$ cat src/rtl/touch_pkg.sv
package touch_pkg;
  typedef enum logic [1:0] {
    BUF_EMPTY = 2'd0,
    BUF_PEND  = 2'd1,
    BUF_FULL  = 2'd2
  } buf_state_e;
endpackage

$ cat src/rtl/touch_filter.sv
module touch_filter (
  input  logic xlat_hit_i,
  input  logic xlat_load_ok_i,
  input  logic page_guarded_i,
  input  logic page_wt_i,
  input  logic page_ci_i,
  input  logic cache_locked_i,
  input  logic cache_disabled_i,
  output logic qual_o
);
  logic xlat_ok, page_ok, cache_ok;

  always_comb begin
    xlat_ok  = xlat_hit_i & xlat_load_ok_i;
    page_ok  = ~(page_guarded_i | page_wt_i | page_ci_i);
    cache_ok = ~(cache_locked_i | cache_disabled_i);
    qual_o   = xlat_ok & page_ok & cache_ok;
  end
endmodule

$ cat src/rtl/touch_issue.sv
module touch_issue #(
  parameter int ADDR_W = 27,
  parameter int ID_W   = 2
) (
  input  logic              clk_i,
  input  logic              rst_ni,
  input  logic              hint_valid_i,
  input  logic              hint_store_i,
  input  logic [ADDR_W-1:0] hint_addr_i,
  input  logic              qual_i,
  output logic              fetch_req_o,
  output logic [ADDR_W-1:0] fetch_addr_o,
  output logic              fetch_rwitm_o,
  output logic [ID_W-1:0]   fetch_id_o,
  output logic              lru_upd_o,
  output logic [ADDR_W-1:0] lru_addr_o,
  output logic              hint_nop_o
);
  logic              req_q, nop_q, rwitm_q;
  logic [ADDR_W-1:0] addr_q;
  logic [ID_W-1:0]   id_q;
  logic              issue;

  assign issue = hint_valid_i & qual_i;

  always_ff @(posedge clk_i or negedge rst_ni) begin
    if (!rst_ni) begin
      req_q   <= 1'b0;
      nop_q   <= 1'b0;
      rwitm_q <= 1'b0;
      addr_q  <= '0;
      id_q    <= '0;
    end else begin
      req_q <= issue;
      nop_q <= hint_valid_i & ~qual_i;
      if (issue) begin
        addr_q  <= hint_addr_i;
        rwitm_q <= hint_store_i;
        id_q    <= id_q + 1'b1;
      end
    end
  end

  assign fetch_req_o   = req_q;
  assign fetch_addr_o  = addr_q;
  assign fetch_rwitm_o = rwitm_q;
  assign fetch_id_o    = id_q;
  assign lru_upd_o     = req_q;
  assign lru_addr_o    = addr_q;
  assign hint_nop_o    = nop_q;


  req_from_qual_chk: assert property (@(posedge clk_i) disable iff (!rst_ni)
    fetch_req_o |-> $past(hint_valid_i && qual_i));

  nop_or_req_chk: assert property (@(posedge clk_i) disable iff (!rst_ni)
    !(fetch_req_o && hint_nop_o));

  hint_answered_chk: assert property (@(posedge clk_i) disable iff (!rst_ni)
    hint_valid_i |=> (fetch_req_o || hint_nop_o));
endmodule

$ cat src/rtl/touch_buf.sv
module touch_buf
  import touch_pkg::*;
#(
  parameter int ADDR_W = 27,
  parameter int ID_W   = 2,
  parameter int DATA_W = 256
) (
  input  logic              clk_i,
  input  logic              rst_ni,
  input  logic              hint_valid_i,
  input  logic              hint_store_i,
  input  logic [ADDR_W-1:0] hint_addr_i,
  input  logic              qual_i,
  input  logic              cmo_i,
  input  logic              zero_valid_i,
  input  logic [ADDR_W-1:0] zero_addr_i,
  input  logic              move_i,
  input  logic              rsp_valid_i,
  input  logic [ID_W-1:0]   rsp_id_i,
  input  logic [DATA_W-1:0] rsp_data_i,
  input  logic [ID_W-1:0]   cur_id_i,
  output logic              buf_valid_o,
  output logic [ADDR_W-1:0] buf_addr_o,
  output logic              buf_rwitm_o,
  output logic [DATA_W-1:0] buf_data_o
);
  buf_state_e        st_q;
  logic [ADDR_W-1:0] addr_q;
  logic              rwitm_q;
  logic [DATA_W-1:0] data_q;
  logic              held, zero_hit, kill, accept;

  always_comb begin
    held     = (st_q != BUF_EMPTY);
    zero_hit = zero_valid_i & held & (zero_addr_i == addr_q);
    kill     = hint_valid_i | cmo_i | zero_hit;
    accept   = rsp_valid_i & (st_q == BUF_PEND) & (rsp_id_i == cur_id_i) & ~kill;
  end

  always_ff @(posedge clk_i or negedge rst_ni) begin
    if (!rst_ni) begin
      st_q    <= BUF_EMPTY;
      addr_q  <= '0;
      rwitm_q <= 1'b0;
      data_q  <= '0;
    end else if (hint_valid_i) begin
      st_q <= qual_i ? BUF_PEND : BUF_EMPTY;
      if (qual_i) begin
        addr_q  <= hint_addr_i;
        rwitm_q <= hint_store_i;
      end
    end else if (kill) begin
      st_q <= BUF_EMPTY;
    end else if (accept) begin
      st_q   <= BUF_FULL;
      data_q <= rsp_data_i;
    end else if (move_i && st_q == BUF_FULL) begin
      st_q <= BUF_EMPTY;
    end
  end

  assign buf_valid_o = (st_q == BUF_FULL);
  assign buf_addr_o  = addr_q;
  assign buf_rwitm_o = rwitm_q;
  assign buf_data_o  = data_q;


  fill_needs_rsp_chk: assert property (@(posedge clk_i) disable iff (!rst_ni)
    $rose(buf_valid_o) |-> $past(rsp_valid_i && rsp_id_i == cur_id_i));

  move_clears_chk: assert property (@(posedge clk_i) disable iff (!rst_ni)
    (move_i && buf_valid_o) |=> !buf_valid_o);

  cmo_clears_chk: assert property (@(posedge clk_i) disable iff (!rst_ni)
    cmo_i |=> !buf_valid_o);

  zero_clears_chk: assert property (@(posedge clk_i) disable iff (!rst_ni)
    (zero_valid_i && buf_valid_o && zero_addr_i == buf_addr_o) |=> !buf_valid_o);

  hint_clears_chk: assert property (@(posedge clk_i) disable iff (!rst_ni)
    hint_valid_i |=> !buf_valid_o);
endmodule

$ cat src/rtl/touch_prefetch_buf.sv
module touch_prefetch_buf #(
  parameter int ADDR_W    = 27,
  parameter int BLK_BYTES = 32,
  parameter int ID_W      = 2,
  localparam int DATA_W   = BLK_BYTES * 8
) (
  input  logic              clk_i,
  input  logic              rst_ni,
  input  logic              hint_valid_i,
  input  logic              hint_store_i,
  input  logic [ADDR_W-1:0] hint_addr_i,
  input  logic              xlat_hit_i,
  input  logic              xlat_load_ok_i,
  input  logic              page_guarded_i,
  input  logic              page_wt_i,
  input  logic              page_ci_i,
  input  logic              cache_locked_i,
  input  logic              cache_disabled_i,
  input  logic              cmo_i,
  input  logic              zero_valid_i,
  input  logic [ADDR_W-1:0] zero_addr_i,
  input  logic              move_i,
  input  logic              rsp_valid_i,
  input  logic [ID_W-1:0]   rsp_id_i,
  input  logic [DATA_W-1:0] rsp_data_i,
  output logic              fetch_req_o,
  output logic [ADDR_W-1:0] fetch_addr_o,
  output logic              fetch_rwitm_o,
  output logic [ID_W-1:0]   fetch_id_o,
  output logic              lru_upd_o,
  output logic [ADDR_W-1:0] lru_addr_o,
  output logic              hint_nop_o,
  output logic              pte_rc_upd_o,
  output logic              buf_valid_o,
  output logic [ADDR_W-1:0] buf_addr_o,
  output logic              buf_rwitm_o,
  output logic [DATA_W-1:0] buf_data_o
);
  logic qual;

  touch_filter u_filter (
    .xlat_hit_i      (xlat_hit_i),
    .xlat_load_ok_i  (xlat_load_ok_i),
    .page_guarded_i  (page_guarded_i),
    .page_wt_i       (page_wt_i),
    .page_ci_i       (page_ci_i),
    .cache_locked_i  (cache_locked_i),
    .cache_disabled_i(cache_disabled_i),
    .qual_o          (qual)
  );

  touch_issue #(.ADDR_W(ADDR_W), .ID_W(ID_W)) u_issue (
    .clk_i        (clk_i),
    .rst_ni       (rst_ni),
    .hint_valid_i (hint_valid_i),
    .hint_store_i (hint_store_i),
    .hint_addr_i  (hint_addr_i),
    .qual_i       (qual),
    .fetch_req_o  (fetch_req_o),
    .fetch_addr_o (fetch_addr_o),
    .fetch_rwitm_o(fetch_rwitm_o),
    .fetch_id_o   (fetch_id_o),
    .lru_upd_o    (lru_upd_o),
    .lru_addr_o   (lru_addr_o),
    .hint_nop_o   (hint_nop_o)
  );

  touch_buf #(.ADDR_W(ADDR_W), .ID_W(ID_W), .DATA_W(DATA_W)) u_buf (
    .clk_i       (clk_i),
    .rst_ni      (rst_ni),
    .hint_valid_i(hint_valid_i),
    .hint_store_i(hint_store_i),
    .hint_addr_i (hint_addr_i),
    .qual_i      (qual),
    .cmo_i       (cmo_i),
    .zero_valid_i(zero_valid_i),
    .zero_addr_i (zero_addr_i),
    .move_i      (move_i),
    .rsp_valid_i (rsp_valid_i),
    .rsp_id_i    (rsp_id_i),
    .rsp_data_i  (rsp_data_i),
    .cur_id_i    (fetch_id_o),
    .buf_valid_o (buf_valid_o),
    .buf_addr_o  (buf_addr_o),
    .buf_rwitm_o (buf_rwitm_o),
    .buf_data_o  (buf_data_o)
  );

  // prefetch hints never touch page-table R/C bits
  assign pte_rc_upd_o = 1'b0;
endmodule

$ cat config.mk
export PLATFORM = sky130hd
export DESIGN_NAME = touch_prefetch_buf
export DESIGN_NICKNAME = d
export VERILOG_FILES = /design/src/rtl/touch_pkg.sv /design/src/rtl/touch_filter.sv /design/src/rtl/touch_issue.sv /design/src/rtl/touch_buf.sv /design/src/rtl/touch_prefetch_buf.sv
export SDC_FILE = /design/constraint.sdc
export NUM_CORES = 1
export LEC_CHECK = 0
export BUFFER_PORTS_ARGS = -buffer_cell sky130_fd_sc_hd__buf_2
export CAP_MARGIN = 25
export CORE_AREA = 2 2 262 264
export DETAILED_ROUTE_END_ITERATION = 10
export DIE_AREA = 0 0 264 266
export SLEW_MARGIN = 20
export SYNTH_ARGS = -nofsm -noshare
export SYNTH_HDL_FRONTEND = slang
export SYNTH_SLANG_ARGS = --single-unit
$ cat constraint.sdc
create_clock -name clk_i -period 6.4 [get_ports clk_i]
set_input_delay 1.28 -clock clk_i [delete_from_list [all_inputs] [get_ports clk_i]]
set_output_delay 1.28 -clock clk_i [all_outputs]
set_load 0.01 [all_outputs]
==> summary.txt, run 1 <==
Global routing
  – Met3 Usage GRT: 0.02634
  – First-pass GRT wire length: 53.02 mm
  – Vias in the first global route: 8942
  – Met2 Use GR: 0.1639
  – Routing layer with the top usage in global route: met2
  – All-layer global routing usage: 0.09506
  – Grt met1 use: 0.1114
  – Antenna violations before repair: 2
  – Maximum number of pins on one net before global-route repair: 136
  – Grt total ovfl: 0

Placed design
  – Routability cong.: 0.8313
  – Detailed placement HPWL: 26.65 mm
  – Count of input and output buffers: 671
  – Post-place setup slack: 1922 ps
  – Cell count after placement: 2251

Logic synthesis
  – Portion of the post-synthesis area used by sequential elements: 0.5686
  – Proportion of netlist area held by the largest area contributor: 0.5686
  – Cells after synthesis: 781
  – Area leader, netlist: sky130_fd_sc_hd__dfrtp_1
  – Synth Net Count: 1108
  – Dominant synthesized flop cell: sky130_fd_sc_hd__dfrtp_1
  – Seq cells post-synth: 290
  – Largest cells by area after synthesis: sky130_fd_sc_hd__dfrtp_1 57%, sky130_fd_sc_hd__mux2_4 28%, sky130_fd_sc_hd__buf_12 3.5%
  – Cell with the most instances after synthesis: sky130_fd_sc_hd__dfrtp_1
  – Avg Synthesized Cell Area: 16.34 um2
  – Most frequent cells after synthesis: 290 x sky130_fd_sc_hd__dfrtp_1, 240 x sky130_fd_sc_hd__mux2_4, 86 x sky130_fd_sc_hd__nand2_1
  – Cell area after synthesis: 12760 um2
  – Post-synth ARST share: 1.000
  – Ys Warns: 0
  – Count of unique library cells instantiated by Yosys: 26
  – Number of enable flip-flop cells after synthesis: 0

Floorplanning
  – Number of rows created at floorplan: 96
  – Die footprint: 70220 um2
  – Total core area: 67750 um2
  – Starting utilization of the core area: 0.1884
  – Die outline width: 264 um
  – Ports: 673
  – Die height: 266 um

Hold path
  – Worst-case hold path end point: u_buf.buf_data_o[12]
  – Hold crit path type: reg -> reg
  – Number of instances on the worst hold path: 1
  – Startpoint of the tightest hold check path: u_buf.buf_data_o[12]

Clock network
  – Number of levels in the clock H-tree: 2
  – Clk pin slew, worst setup/hold paths: 60 ps
  – Hold-fix buffers, CTS: 0
  – Number of instances resized during post-cts repair: 0
  – Bufs on Longest Clock Path: 3
  – CTS buffer count: 35
  – Library cell used as clock root buffer: sky130_fd_sc_hd__clkbuf_16
  – Number of buffers inserted to repair setup after CTS: 0
  – Clock insertion delay at the later pin of the skew report: 530 ps
  – CTS tree: yes
  – Number of clock sinks: 290

Critical path
  – Critical path fanouts, max: 68
  – Length in cells of the worst reg-to-reg path: 7
  – Endpoint type of the worst setup path: register
  – Critical Path Most Common Cell: sky130_fd_sc_hd__buf_12
  – Worst setup SP type: primary input
  – CP Cell Sequence: buf_2 > xor2_1 > nor4_1 > nand4_1 > o311a_4 > buf_12 > buf_12 > mux2_4
  – Standard cell with the maximum stage delay on the critical path: sky130_fd_sc_hd__nor4_1
  – Launching point of the worst reg2reg path: u_issue.fetch_addr_o[5]
  – Worst Setup Path Type: in -> reg
  – Endpoint of the worst register-to-register path: u_buf.buf_data_o[172]
  – Required time of the critical path: 6810 ps
  – Cell type group with the largest total delay on the critical path: simple AND/OR/NAND/NOR gates
  – Worst stage delay on the critical path: 710 ps
  – Register-to-register setup slack: 2820 ps
  – Critical path arrival: 4350 ps
  – Count of buffer and inverter cells on the critical path: 3

STA
  – Final number of hold-violating endpoints: 0
  – RSZ-0062 raised after global routing: no
  – Final Max Slew Viols: 0
  – Min Tclk post-route: 3942 ps
  – Minimum hold slack: 500.6 ps
  – Upper clock frequency limit: 253.7 MHz
  – Worst setup slack after layout: 2458 ps
  – Post-Route Setup TNS: 0 ps
  – Measured slew at the worst slew-check pin: 865.5 ps
  – Period utilisation layout: 0.6160
  – Worst relative slew slack: 0.4230
  – Post-Route Skew: 9.651 ps
  – Final setup vio count: 0

Outcome
  – Status: completed

Finish
  – Final net count: 1733
  – Number of standard cells in the layout, taps in and fillers out: 2316
  – Layout cells sized above 1: 0.6916
  – Post-route core utilization: 0.2593
  – Post-synthesis to final-layout area growth: 37.62%

Detailed routing
  – Number of nets still failing antenna checks after routing: 0
  – DRC violations left: 0
  – Post-DR vias/cell: 3.684
  – Wire length per cell after detailed routing: 15.45 um
  – Wire length after detailed routing: 35.79 mm
  – Number of vias in the routed layout: 8533
  – First-pass iteration count of the detailed router: 4
  – Initial detailed-routing violation count: 475

Pwr
  – Power density cells: 236.9 nW/um2
  – Leak pwr: 0.009905 uW
  – Highest ir drop seen on vdd: 0.1487 mV

Run
  – Maximum Capacitance Violations: 0
report_power, final:
group / total, uW / internal [uW] / switching [uW]
Sequential: 1900 / 1860 / 36.3
Clock: 1980 / 1190 / 791
Combinational: 284 / 141 / 143
layer usage:
metal	vias to the layer above	wire length, um
li1	3850	-
met1	4200	14020
met2	418	17950
met3	63	2766
met4	2	1041
met5	-	12
cells by family (layout without fill, tap and decap cells):
| group | after synthesis | count (layout) | share of synthesized area |
|---|---|---|---|
| muxes | 256 | 256 | 0.2964 |
| and+or+nand+nor | 104 | 104 | 0.03411 |
| xor gates and xnor gates | 31 | 31 | 0.02127 |
| DFF | 290 | 290 | 0.5686 |
| other | 1 | 2 | 0.0002938 |
| buffers and inverters | 93 | 745 | 0.07519 |
| AOI/OAI and AO/OA | 6 | 6 | 0.004117 |
cell usage in the layout (no fill, tap or decap), types with 5 or more instances in the layout:
cell type,instances
sky130_fd_sc_hd__buf_2,670
sky130_fd_sc_hd__dfrtp_1,290
sky130_fd_sc_hd__mux2_4,240
sky130_fd_sc_hd__nand2_1,86
sky130_fd_sc_hd__clkbuf_16,36
sky130_fd_sc_hd__xor2_1,24
sky130_fd_sc_hd__mux2_2,16
sky130_fd_sc_hd__clkbuf_1,11
sky130_fd_sc_hd__clkbuf_8,9
sky130_fd_sc_hd__xnor2_1,7
sky130_fd_sc_hd__nor4_1,5
sky130_fd_sc_hd__buf_12,5
cell type report:
class,instances,area (um2)
Clock buffer,56,1066
Sequential cell,290,7257
Multi-Input combinational cell,398,4547
Tap cell,882,1104
Clock inverter,8,91.34
Inverter,2,7.507
Antenna cell,1,2.502
Fill cell,7055,50180
Timing Repair Buffer,679,3491
worst reg2reg max path, delay by kind of cell (launching register included):
kind | cells | cell delay [ps]
DFF | 1 | 470
muxes | 1 | 460
and+or+nand+nor | 2 | 930
AOI/OAI and AO/OA | 1 | 710
xor gates and xnor gates | 1 | 220
buffers and inverters | 2 | 680
worst max-delay path by stage:
| stage | end | slack, ps | from | cells past startpoint |
|---|---|---|---|---|
| floorplan | u_buf.buf_data_o[0] | 3420 | zero_addr_i[12] | 7 |
| global placement | u_buf.buf_data_o[123] | 1950 | zero_addr_i[26] | 8 |
| detailed placement | u_buf.buf_data_o[172] | 1920 | zero_addr_i[26] | 8 |
| CTS | u_buf.buf_data_o[172] | 2480 | zero_addr_i[26] | 8 |
| global route | u_buf.buf_data_o[172] | 2370 | zero_addr_i[26] | 8 |
| finish | u_buf.buf_data_o[172] | 2460 | zero_addr_i[26] | 8 |
flip-flops by register name (all words and copies together), names as in the netlist:
name and cells:
u_buf.st_q 2, u_buf.buf_addr_o 1, u_issue.hint_nop_o 1, u_buf.buf_data_o 256, u_issue.fetch_addr_o 26, u_issue.fetch_req_o 1
u_issue.fetch_id_o 2, u_issue.fetch_rwitm_o 1
through the flow:
stage | instance area (um2) | total power (uW)
after floorplan | 12760 | 2035
final | 17570 | 4161
after detailed placement | 16410 | 2217
after global placement | 16410 | 2213
after global routing | 17570 | 4345
after CTS | 17560 | 4253
Note: power is estimated with default switching activity, not from simulation.
==> inputs of run 2 (changes only) <==
--- a/config.mk
+++ b/config.mk
@@ -7,9 +7,9 @@
 export LEC_CHECK = 0
 export BUFFER_PORTS_ARGS = -buffer_cell sky130_fd_sc_hd__buf_2
 export CAP_MARGIN = 25
-export CORE_AREA = 2 2 262 264
+export CORE_AREA = 2 2 263 265
 export DETAILED_ROUTE_END_ITERATION = 10
-export DIE_AREA = 0 0 264 266
+export DIE_AREA = 0 0 265 267
 export SLEW_MARGIN = 20
 export SYNTH_ARGS = -nofsm -noshare
 export SYNTH_HDL_FRONTEND = slang
==> constraint.sdc (replaced) <==
create_clock -name clk_i -period 3.9 [get_ports clk_i]
set_input_delay 0.78 -clock clk_i [delete_from_list [all_inputs] [get_ports clk_i]]
set_output_delay 0.78 -clock clk_i [all_outputs]
set_load 0.01 [all_outputs]
==> summary.txt, run 2 (synthesized netlist as in run 1, its figures left out) <==
Outcome
  – Status: completed

STA
  – Final Max Slew Viols: 0
  – Post-Route Setup TNS: 0 ps
  – Final setup vio count: 0
  – Minimum hold slack: 209.6 ps
  – Post-Route Skew: 28.99 ps
  – Min Tclk post-route: 3234 ps
  – Final number of hold-violating endpoints: 0
  – Period utilisation layout: 0.8292
  – Upper clock frequency limit: 309.2 MHz
  – RSZ-0062 raised after global routing: no
  – Worst relative slew slack: 0.4766
  – Measured slew at the worst slew-check pin: 777.9 ps

Floorplanning
  – Die footprint: 70760 um2
  – Die height: 267 um
  – Starting utilization of the core area: 0.1877
  – Die outline width: 265 um
  – Total core area: 67990 um2
  – Number of rows created at floorplan: 96
  – Ports: 673

Run
  – Maximum Capacitance Violations: 0

Finish
  – Post-synthesis to final-layout area growth: 39.11%
  – Commonest non-fill, non-tap cells in the layout: 670 x sky130_fd_sc_hd__buf_2, 290 x sky130_fd_sc_hd__dfrtp_1, 240 x sky130_fd_sc_hd__mux2_4
  – Final net count: 1747
  – Flip-flop count of the largest register, all copies and words added: 256
  – Layout cells sized above 1: 0.6952
  – Most frequent standard cell in the layout excluding fill and tap cells: sky130_fd_sc_hd__buf_2
  – Number of standard cells in the layout, taps in and fillers out: 2331

Critical path
  – Count of buffer and inverter cells on the critical path: 2
  – Worst setup SP type: register
  – Critical path fanouts, max: 34
  – Launching point of the worst reg2reg path: u_issue.fetch_addr_o[18]
  – Endpoint type of the worst setup path: register
  – CP startpoint: u_issue.fetch_addr_o[18]
  – Worst Setup Path Type: reg -> reg
  – Cell type group with the largest total delay on the critical path: simple AND/OR/NAND/NOR gates
  – CP Cell Sequence: xor2_1 > nor4_1 > nand4_1 > o311a_4 > buf_12 > buf_4 > mux2_4
  – Required time of the critical path: 4310 ps
  – Worst stage delay on the critical path: 690 ps
  – Critical path arrival: 3640 ps
  – Standard cell with the maximum stage delay on the critical path: sky130_fd_sc_hd__nor4_1

Detailed routing
  – Number of vias in the routed layout: 8695
  – Number of nets still failing antenna checks after routing: 0
  – Wire length after detailed routing: 38.67 mm
  – First-pass iteration count of the detailed router: 4
  – Initial detailed-routing violation count: 302
  – DRC violations left: 0
  – Wire length per cell after detailed routing: 16.59 um
  – Post-DR vias/cell: 3.730

Placed design
  – Detailed placement HPWL: 29.32 mm
  – Count of input and output buffers: 671
  – Cell count after placement: 2263
  – Routability cong.: 0.8570

Pwr
  – Total net switching power: 1651 uW
  – Internal Power: 5386 uW
  – Leak pwr: 0.01002 uW
  – Part of the power in combinational logic: 0.068
  – Fraction of power spent switching nets: 0.2347
  – Power density cells: 396.4 nW/um2
  – Share of total power in sequential cells: 0.442
  – Relative contribution of the clock network to total power: 0.490
  – Highest ir drop seen on vdd: 0.2310 mV

Clock network
  – CTS buffer count: 37
  – Number of buffers inserted to repair setup after CTS: 0
  – Library cell used as clock root buffer: sky130_fd_sc_hd__clkbuf_16
  – Hold-fix buffers, CTS: 0
  – Number of clock sinks: 290
  – Bufs on Longest Clock Path: 3
  – CTS tree: yes
  – Number of levels in the clock H-tree: 2
  – Clock insertion delay at the later pin of the skew report: 540 ps
  – Clk pin slew, worst setup/hold paths: 60 ps
  – Number of instances resized during post-cts repair: 0

Global routing
  – Grt total ovfl: 0
  – Vias in the first global route: 9238
  – All-layer global routing usage: 0.1034
  – First-pass GRT wire length: 56.61 mm
  – Antenna violations before repair: 8
  – Maximum number of pins on one net before global-route repair: 93

Hold path
  – Hold crit path type: in -> async
==> run 2: changes by cell type in the layout (fill, tap and decap cells not counted), sizes merged <==
cell,previous run,this run
buf,679,691
clkinv,4,6
inv,5,3
bufinv,1,2
clkinvlp,0,1
diode,1,2
==> run 2: power by group through the flow <==
stage | logic [uW] | registers (uW) | clock network, uW
6_report | 481 | 3110 | 3450
5_1_grt | 530 | 3120 | 3710
4_1_cts | 494 | 3110 | 3600
3_5_place_dp | 492 | 3160 | 0
3_3_place_gp | 486 | 3160 | 0
2_1_floorplan | 171 | 3170 | 0
==> run 2: final cells by class <==
class | instances | area [um2]
diodes | 2 | 5.005
clock buffers | 56 | 1109
clock inverters | 10 | 121.4
fillers | 7071 | 50230
inverters | 2 | 7.507
multi-input cells | 398 | 4547
flip-flops and latches | 290 | 7257
well taps | 882 | 1104
repair buffers | 691 | 3606
==> run 2: metal layers <==
metal  wire length (um)  vias up  global-route usage  part of all wire
met4               1129        4             0.04046             0.029
met3               3207       66             0.03367             0.083
met1              15300     4337              0.1221              0.40
met5                 23        -                   0           0.00059
met2              19000      397              0.1738              0.49
li1                   -     3891                   -                 -
==> run 2: through the flow <==
step                      area (um2)  total power (uW)  worst slack [ps]    util
after global placement         16520              3648             182.9  0.2430
after detailed placement       16520              3656             198.0  0.2430
after floorplan                12760              3339              1421       -
after CTS                      17750              7204             526.4  0.2611
final                          17760              7038             666.3  0.2612
after global routing           17760              7359             368.7  0.2612
==> run 2: path summary, 6_finish.rpt <==
check	endpoint	slack [ps]	cells past startpoint
max in group asynchronous	u_buf.buf_data_o[176]	2740	2
max reg2reg	u_buf.buf_data_o[196]	670	7
min	u_buf.buf_data_o[39]	210	1
min in group clk_i	u_issue.fetch_addr_o[17]	440	3
min reg2reg	u_buf.buf_data_o[69]	500	1
max	u_buf.buf_data_o[196]	670	7
==> inputs of run 3 (changes only) <==
--- a/config.mk
+++ b/config.mk
@@ -5,11 +5,12 @@
 export SDC_FILE = /design/constraint.sdc
 export NUM_CORES = 1
 export LEC_CHECK = 0
+export ABC_AREA = 1
 export BUFFER_PORTS_ARGS = -buffer_cell sky130_fd_sc_hd__buf_2
 export CAP_MARGIN = 25
-export CORE_AREA = 2 2 263 265
+export CORE_AREA = 2 2 260 262
 export DETAILED_ROUTE_END_ITERATION = 10
-export DIE_AREA = 0 0 265 267
+export DIE_AREA = 0 0 262 264
 export SLEW_MARGIN = 20
 export SYNTH_ARGS = -nofsm -noshare
 export SYNTH_HDL_FRONTEND = slang
==> constraint.sdc (replaced) <==
create_clock -name clk_i -period 2.7 [get_ports clk_i]
set_input_delay 0.54 -clock clk_i [delete_from_list [all_inputs] [get_ports clk_i]]
set_output_delay 0.54 -clock clk_i [all_outputs]
set_load 0.01 [all_outputs]
==> summary.txt, run 3 <==
Logic synthesis
  – Cell area after synthesis: 12540 um2
  – Synth Net Count: 1734
  – Count of unique library cells instantiated by Yosys: 21
  – Avg Synthesized Cell Area: 8.910 um2
  – Cell with the most instances after synthesis: sky130_fd_sc_hd__nand2_1
  – Number of enable flip-flop cells after synthesis: 0
  – Ys Warns: 0
  – Portion of the post-synthesis area used by sequential elements: 0.5789
  – Largest cells by area after synthesis: sky130_fd_sc_hd__dfrtp_1 58%, sky130_fd_sc_hd__nand2_1 19%, sky130_fd_sc_hd__nand4_1 13%
  – Post-synth ARST share: 1.000
  – Dominant synthesized flop cell: sky130_fd_sc_hd__dfrtp_1
  – Area leader, netlist: sky130_fd_sc_hd__dfrtp_1
  – Cells after synthesis: 1407
  – Seq cells post-synth: 290
  – Most frequent cells after synthesis: 618 x sky130_fd_sc_hd__nand2_1, 290 x sky130_fd_sc_hd__dfrtp_1, 259 x sky130_fd_sc_hd__nand4_1
  – Proportion of netlist area held by the largest area contributor: 0.5789

Global routing
  – First-pass GRT wire length: 69.79 mm
  – Vias in the first global route: 11867
  – All-layer global routing usage: 0.1289
  – Antenna violations before repair: 4
  – Maximum number of pins on one net before global-route repair: 84
  – Grt total ovfl: 0

Critical path
  – Worst Setup Path Type: reg -> reg
  – Worst setup SP type: register
  – Endpoint type of the worst setup path: register
  – Worst stage delay on the critical path: 460 ps
  – CP Cell Sequence: xnor2_1 > nand2_1 > nor2_1 > nand2_1 > nor2_1 > nand2_8 > buf_12 > buf_4 > nand4_1 > nand2_1
  – Critical path arrival: 2660 ps
  – CP startpoint: u_issue.fetch_addr_o[11]
  – Critical path fanouts, max: 52
  – Critical Path Most Common Cell: sky130_fd_sc_hd__nand2_1
  – Launching point of the worst reg2reg path: u_issue.fetch_addr_o[11]
  – Standard cell with the maximum stage delay on the critical path: sky130_fd_sc_hd__dfrtp_1
  – Required time of the critical path: 3120 ps

Detailed routing
  – Wire length per cell after detailed routing: 16.12 um
  – DRC violations left: 0
  – Initial detailed-routing violation count: 933
  – Met3 wirelength from detailed routing: 4.413 mm
  – Wire length after detailed routing: 46.85 mm
  – Met2 routed wirelength: 22.29 mm
  – Post-DR vias/cell: 4.207
  – Highest metal used: met5
  – Sum of routed wire segments on met1: 18.82 mm
  – Number of nets still failing antenna checks after routing: 0
  – First-pass iteration count of the detailed router: 5
  – Number of vias in the routed layout: 12229

Placed design
  – Detailed placement HPWL: 34.55 mm
  – Cell count after placement: 2847
  – Count of input and output buffers: 671
  – Routability cong.: 0.8898

STA
  – Upper clock frequency limit: 445.9 MHz
  – Worst relative slew slack: 0.6651
  – RSZ-0062 raised after global routing: no
  – Final Max Slew Viols: 0
  – Post-Route Setup TNS: 0 ps
  – Min Tclk post-route: 2243 ps
  – Final number of hold-violating endpoints: 0
  – Final setup vio count: 0
  – Measured slew at the worst slew-check pin: 502.4 ps
  – Post-Route Skew: 14.07 ps
  – Period utilisation layout: 0.8306

Clock network
  – Clock insertion delay at the later pin of the skew report: 530 ps
  – Bufs on Longest Clock Path: 3
  – Number of clock sinks: 290
  – Clk pin slew, worst setup/hold paths: 60 ps
  – Number of levels in the clock H-tree: 2
  – CTS tree: yes
  – CTS buffer count: 35
  – Library cell used as clock root buffer: sky130_fd_sc_hd__clkbuf_16
  – Number of buffers inserted to repair setup after CTS: 0

Run
  – Maximum Capacitance Violations: 0

Finish
  – Commonest non-fill, non-tap cells in the layout: 670 x sky130_fd_sc_hd__buf_2, 618 x sky130_fd_sc_hd__nand2_1, 290 x sky130_fd_sc_hd__dfrtp_1
  – Flip-flop count of the largest register, all copies and words added: 256
  – Number of standard cells in the layout, taps in and fillers out: 2907
  – Number of fill cells in the layout: 7161
  – Final net count: 2339
  – Layout cells sized above 1: 0.3920
  – Post-synthesis to final-layout area growth: 43.86%
  – Most frequent standard cell in the layout excluding fill and tap cells: sky130_fd_sc_hd__buf_2

Pwr
  – Share of total power in sequential cells: 0.451
  – Part of the power in combinational logic: 0.082
  – Internal Power: 7554 uW
  – Power density cells: 551.9 nW/um2
  – Leak pwr: 0.01074 uW
  – Relative contribution of the clock network to total power: 0.467
  – Total net switching power: 2398 uW
  – Highest ir drop seen on vdd: 0.3949 mV
  – Fraction of power spent switching nets: 0.2410

Floorplanning
  – Ports: 673
  – Die height: 264 um
  – Die outline width: 262 um
  – Die footprint: 69170 um2
  – Number of rows created at floorplan: 95
  – Total core area: 66560 um2
  – Starting utilization of the core area: 0.1883

Outcome
  – Status: completed

Hold path
  – Startpoint of the tightest hold check path: hint_addr_i[10]
  – Hold crit path type: in -> reg
==> run 3: changes by cell type in the layout (fill, tap and decap cells not counted), moves of 9 or more <==
cell / before / now
sky130_fd_sc_hd__nand2_1: 86 / 618
sky130_fd_sc_hd__nand4_1: 2 / 259
sky130_fd_sc_hd__mux2_4: 240 / 0
sky130_fd_sc_hd__buf_4: 13 / 47
sky130_fd_sc_hd__xor2_1: 24 / 3
sky130_fd_sc_hd__buf_12: 7 / 23
sky130_fd_sc_hd__mux2_2: 16 / 0
sky130_fd_sc_hd__xnor2_1: 7 / 23
sky130_fd_sc_hd__nor2_1: 1 / 13
sky130_fd_sc_hd__inv_1: 2 / 11
==> run 3: kinds of logic (layout without fill, tap and decap cells) <==
| kind of cell | Yosys count | in the layout | synth area share |
|---|---|---|---|
| AND/OR/NAND/NOR | 898 | 898 | 0.3227 |
| flip-flops | 290 | 290 | 0.5789 |
| buffers and inverters | 186 | 812 | 0.07735 |
| XOR/XNOR | 26 | 26 | 0.01817 |
| AO/OA/AOI/OAI | 6 | 6 | 0.002595 |
| other | 1 | 2 | 0.0002991 |
==> run 3: per-layer routing <==
metal / track usage / vias to the layer above
li1: - / 5841
met1: 0.1577 / 5792
met2: 0.2129 / 518
met3: 0.04203 / 72
met4: 0.04199 / 6
met5: 0 / -
==> run 3: area by class of cell <==
cell class              instances  area [um2]  share of cell area
diodes                          1       2.502           0.0001388
clock buffers                  49        1008             0.05592
multi-input cells             931        4338              0.2405
flip-flops and latches        290        7257              0.4024
inverters                      12       45.04            0.002498
well taps                     873        1092             0.06057
repair buffers                742        4192              0.2324
clock inverters                 9       98.84            0.005481
==> run 3: timing repair <==
action                                 in CTS  in global routing
hold buffers                                1                  0
gates resized for setup                     0                  0
endpoints found under the hold margin      29                  0
==> run 3: final timing paths <==
path                                            end  slack [ps]  cells after the start
setup / recovery               u_buf.buf_data_o[63]         460                     10
hold / removal             u_issue.fetch_addr_o[10]         210                      3
setup reg to reg               u_buf.buf_data_o[63]         460                     10
hold reg to reg               u_buf.buf_data_o[241]         460                      2
max in group asynchronous      u_buf.buf_data_o[54]        1400                      4
min in group asynchronous     u_buf.buf_data_o[160]         470                      2
==> run 3: stage by stage <==
stage	cell area (um2)	utilization	worst slack [ps]	hold slack [ps]	total power, uW
6_report	18030	0.2709	457.5	209.2	9952
5_1_grt	18030	0.2709	333.8	178.9	10380
4_1_cts	18030	0.2709	414.2	175.8	10130
3_5_place_dp	16910	0.2541	266.2	424.0	5388
3_3_place_gp	16910	0.2541	268.1	424.2	5384
2_1_floorplan	12540	-	1036	244.4	4887
==> run 3: worst max-delay path, delay by kind of cell, from the launching register on <==
| family | cells | cell delay, ps |
|---|---|---|
| simple gates | 7 | 890 |
| buf+inv | 2 | 450 |
| flops | 1 | 460 |
| xor+xnor | 1 | 260 |
==> run 3: power by group through the flow <==
stage          registers (uW)  clock network, uW  logic (uW)
3_3_place_gp             4570                  0         819
4_1_cts                  4490               4810         825
6_report                 4490               4650         811
5_1_grt                  4500               4990         891
2_1_floorplan            4580                  0         308
3_5_place_dp             4570                  0         822
